--- src/rtl/tick_timer8.sv ---
module tick_timer8 #(
  parameter int ADDR_W   = 2,
  parameter int CSR_ADDR = 0,
  parameter int CNT_ADDR = 1
) (
  input  logic              clk,
  input  logic              rst_n,
  input  logic [ADDR_W-1:0] addr,
  input  logic              wr_en,
  input  logic [7:0]        wr_data,
  output logic [7:0]        rd_data,
  input  logic              tick,
  output logic              irq
);
  localparam int SEL_W = 3;
  localparam int PS_W  = (1 << SEL_W) - 1;

  logic [7:0]       cnt_q;
  logic [PS_W-1:0]  ps_q;
  logic [PS_W-1:0]  ps_mask;
  logic [SEL_W-1:0] sel_q;
  logic             flag_q, ie_q, en_q;

  wire csr_wr = wr_en && (addr == ADDR_W'(CSR_ADDR));
  wire cnt_wr = wr_en && (addr == ADDR_W'(CNT_ADDR));
  wire run    = en_q && tick;

  for (genvar i = 0; i < PS_W; i++) begin : g_mask
    assign ps_mask[i] = (sel_q > SEL_W'(i));
  end

  wire step    = run && ((ps_q & ps_mask) == ps_mask);
  wire hit0    = step && !cnt_wr && (cnt_q == 8'd1);
  wire clr_req = csr_wr && wr_data[6];

  logic unused_wbits;
  assign unused_wbits = ^{wr_data[7], wr_data[3]};

  always_ff @(posedge clk or negedge rst_n) begin
    if (!rst_n) begin
      ps_q <= '0;
    end else if (cnt_wr) begin
      ps_q <= '0;
    end else if (run) begin
      ps_q <= ps_q + 1'b1;
    end
  end

  always_ff @(posedge clk or negedge rst_n) begin
    if (!rst_n) begin
      cnt_q <= '0;
    end else if (cnt_wr) begin
      cnt_q <= wr_data;
    end else if (step) begin
      cnt_q <= cnt_q - 1'b1;
    end
  end

  always_ff @(posedge clk or negedge rst_n) begin
    if (!rst_n) begin
      ie_q  <= 1'b0;
      en_q  <= 1'b0;
      sel_q <= '0;
    end else if (csr_wr) begin
      ie_q  <= wr_data[5];
      en_q  <= wr_data[4];
      sel_q <= wr_data[SEL_W-1:0];
    end
  end

  always_ff @(posedge clk or negedge rst_n) begin
    if (!rst_n) begin
      flag_q <= 1'b0;
    end else if (hit0) begin
      flag_q <= 1'b1;
    end else if (clr_req || cnt_wr) begin
      flag_q <= 1'b0;
    end
  end

  always_comb begin
    rd_data = 8'h00;
    if (addr == ADDR_W'(CSR_ADDR)) begin
      rd_data = {flag_q, 1'b0, ie_q, en_q, 1'b0, sel_q};
    end else if (addr == ADDR_W'(CNT_ADDR)) begin
      rd_data = cnt_q;
    end
  end

  assign irq = flag_q & ie_q;
endmodule


--- config.mk ---
export PLATFORM = sky130hd
export DESIGN_NAME = tick_timer8
export DESIGN_NICKNAME = d
export VERILOG_FILES = /design/src/rtl/tick_timer8.sv
export SDC_FILE = /design/constraint.sdc
export NUM_CORES = 1
export LEC_CHECK = 0
export ABC_AREA = 0
export BUFFER_PORTS_ARGS = -buffer_cell sky130_fd_sc_hd__buf_2
export CAP_MARGIN = 30
export CORE_MARGIN = 8
export CORE_UTILIZATION = 40
export DETAILED_ROUTE_END_ITERATION = 10
export PLACE_DENSITY = 0.58
export SYNTH_ARGS = -nofsm -noshare
export SYNTH_HDL_FRONTEND = slang
export SYNTH_SLANG_ARGS = --single-unit
--- constraint.sdc ---
create_clock -name clk -period 1.95 [get_ports clk]
set_input_delay 0.0975 -clock clk [delete_from_list [all_inputs] [get_ports clk]]
set_output_delay 0.0975 -clock clk [all_outputs]
set_load 0.01 [all_outputs]
==> summary.md <==
| Metric | Value |
|---|---|
| Port buffer count | `22` |
| TritonCTS clock tree | `done` |
| Max Transition Viols Final | `0` |
| Die Width | `72.24 µm` |
| Max-cap violations | `0` |
| Worst setup margin | `0.01742 ns` |
| Syn Area/Cell | `9.166 µm²` |
| Worst-Margin Slew | `0.6151 ns` |
| Inst Count DP | `207` |
| Crit path DAT | `2.19 ns` |
| LEAKAGE | `0.6993 nW` |
| Syn nets | `155` |
| Pre-antenna DRT Iters | `4` |
| Core area | `0.003028 mm²` |
| Via/cell ratio | `5.304` |
| Worst Setup Start Kind | `flop` |
| Synth warnings | `0` |
| Critical path required time | `2.21 ns` |
| Gr ovfl total | `0` |
| Setup TNS | `0 ns` |
| Mapped Area | `0.001265 mm²` |
| First-pass GRT wire length | `5720 µm` |
| Clock Pin Slew Worst Setup and Hold Paths | `0.12 ns` |
| Die ar. | `0.005218 mm²` |
| Hold Violations, Final | `0` |
| Initial antenna violation count | `0` |
| Hold Path Class | `in -> reg` |
| Clk sinks | `21` |
| CP Capture Type | `flop` |
| Nets | `191` |
| Synthesis-to-finish area growth | `22.75%` |
| Netlist cell types | `35` |
| Total CTS buffers | `3` |
| Pwr dens | `877.0 mW/mm²` |
| CTS H-tree lvls | `1` |
| Final setup vio count | `0` |
| Drt drc | `0` |
| #FFs+latches synth | `21` |
| N_diodes | `0` |
| Non-filler cells in the finished layout | `217` |
| RSZ-0062 raised after global routing | `yes` |
| Layout cells sized above 1 | `25.43%` |
| Dpl ws | `0.05459 ns` |
| Rel. slew slack | `58.99%` |
| Vias in the first global route | `1,236` |
| Leading cell type in the layout, fill and taps excluded | `buf_2` |
| Sequential share of the synthesized area | `41.54%` |
| Final WL | `3288 µm` |
| Hpwl dp | `2538 µm` |
| # IOs | `23` |
| WL/cell | `15.15 µm` |
| Tcrit/Tclk final | `99.11%` |
| Largest net degree at the start of global routing | `22` |
| # rows | `20` |
| Root buffer cell | `clkbuf_4` |
| Crit-path max FO | `7` |
| Max VDD drop | `0.4710 mV` |
| Util after Layout | `51.28%` |
| R2R setup slack | `0.02 ns` |
| Hold Slack | `0.01320 ns` |
| Worst skew pair latency | `0.31 ns` |
| CTS max path bufs | `2` |
| Mapped Cells | `138` |
| Final Skew | `0.003400 ns` |
| Via total after detailed routing | `1,151` |
| Starting Density | `41.78%` |
| Final ANT Viol Nets | `0` |
| Worst Path Class, Setup | `reg -> reg` |
| Fill cells | `303` |
| Status | `finished clean` |
| Drt initial violations | `47` |
| Gr usage total | `13.90%` |
| Die Y | `72.24 µm` |
| Fmax | `517.4 MHz` |
| Routability congestion estimate from global placement | `0.8554` |
| Crit path time final | `1.933 ns` |
| Commonest cells after routing, fill and taps aside | `22 x buf_2, 21 x dfrtp_1, 19 x nor2_1, 14 x nand2_1, 11 x buf_4` |
## path summary, 6_finish.rpt
| kind | from | end | cells after the start |
|---|---|---|---|
| worst max-delay path | sel_q[1] | cnt_q[7] | 5 |
| worst min-delay path | wr_data[1] | cnt_q[1] | 3 |
| worst max register to register | sel_q[1] | cnt_q[7] | 5 |
| worst min register to register | ie_q | ie_q | 1 |
| max in group asynchronous | rst_n | cnt_q[0] | 2 |
| min in group asynchronous | rst_n | en_q | 2 |
## synth_stat cells
cell | instances | area (µm²)
ha_1 | 3 | 37.54
inv_1 | 4 | 15.01
mux2_2 | 5 | 56.30
o211ai_1 | 2 | 15.01
a31oi_1 | 4 | 25.02
a21boi_0 | 2 | 15.01
xor2_1 | 5 | 43.79
mux2i_1 | 6 | 60.06
a32oi_1 | 1 | 8.760
nor4bb_1 | 1 | 10.01
nand4_1 | 4 | 25.02
a21oi_1 | 3 | 15.01
o41a_1 | 1 | 11.26
or4_1 | 5 | 37.54
nor4b_1 | 1 | 8.760
o21ai_0 | 3 | 15.01
nand4b_1 | 1 | 8.760
clkbuf_1 | 5 | 18.77
nand3_1 | 5 | 25.02
nor2_1 | 19 | 71.32
nor4_1 | 2 | 12.51
o31ai_1 | 3 | 22.52
o311ai_0 | 1 | 8.760
nor3b_1 | 1 | 7.510
buf_6 | 1 | 11.26
nand2b_1 | 1 | 6.260
a31o_2 | 1 | 8.760
nand2_1 | 14 | 52.55
nor2b_1 | 2 | 12.51
nand2_2 | 1 | 6.260
and2_1 | 6 | 37.54
dfrtp_1 | 21 | 525.5
o41ai_1 | 1 | 8.760
or3_1 | 2 | 12.51
xnor2_1 | 1 | 8.760
## per-layer routing
layer	vias up	wire length, µm	track usage [%]
met1	560	1403	15.08
li1	567	-	-
met4	0	46	4.535
met5	-	0	0
met2	18	1701	24.87
met3	6	137	4.270
## stage by stage
stage	total power, W	instance area, µm²
2_1_floorplan	0.0009153	1265
3_3_place_gp	0.001114	1468
3_5_place_dp	0.001133	1468
4_1_cts	0.001371	1538
5_1_grt	0.001474	1553
6_report	0.001362	1553
## cells by family after synthesis
logic type | synth area share, %
mux | 9.199
flops | 41.54
compound gates | 12.16
simple gates | 26.41
xor+xnor | 4.154
buf+inv | 3.561
fa+ha+maj | 2.968
## where the power goes
part / switching (W) / internal (W)
sequential: 0.0000966 / 0.000528
clock: 0.000143 / 0.0000783
combinational: 0.000271 / 0.000245
## critical path: stages, from the launching register on
cell and delay [ns]:
dfrtp_1 0.44, a21boi_1 0.16, o41a_1 0.53, buf_4 0.19, or4_1 0.47, nand3_1 0.10
## final cells by class
class | instances | area [µm²] | share of cell area (%)
Multi-Input combinational cell | 107 | 694.4 | 44.72
Sequential cell | 21 | 525.5 | 33.84
Timing Repair Buffer | 37 | 232.7 | 14.99
Tap cell | 44 | 55.05 | 3.546
Clock buffer | 3 | 22.52 | 1.450
Inverter | 4 | 15.01 | 0.9670
Clock inverter | 1 | 7.507 | 0.4835
## repair_timing
item                                    4_1_cts  5_1_grt
hold buffers                                  4        0
endpoints found under the setup margin        0        4
hold endpoints to repair                     24        0
resized for setup                             0        2
buffers inserted                              0        2
## flip-flops by register name, summed over array words and instances, names as in the netlist
register / flops
cnt_q: 8
ps_q: 7
sel_q: 3
en_q: 1
flag_q: 1
ie_q: 1
No activity file was read; power rests on OpenSTA's default activity.
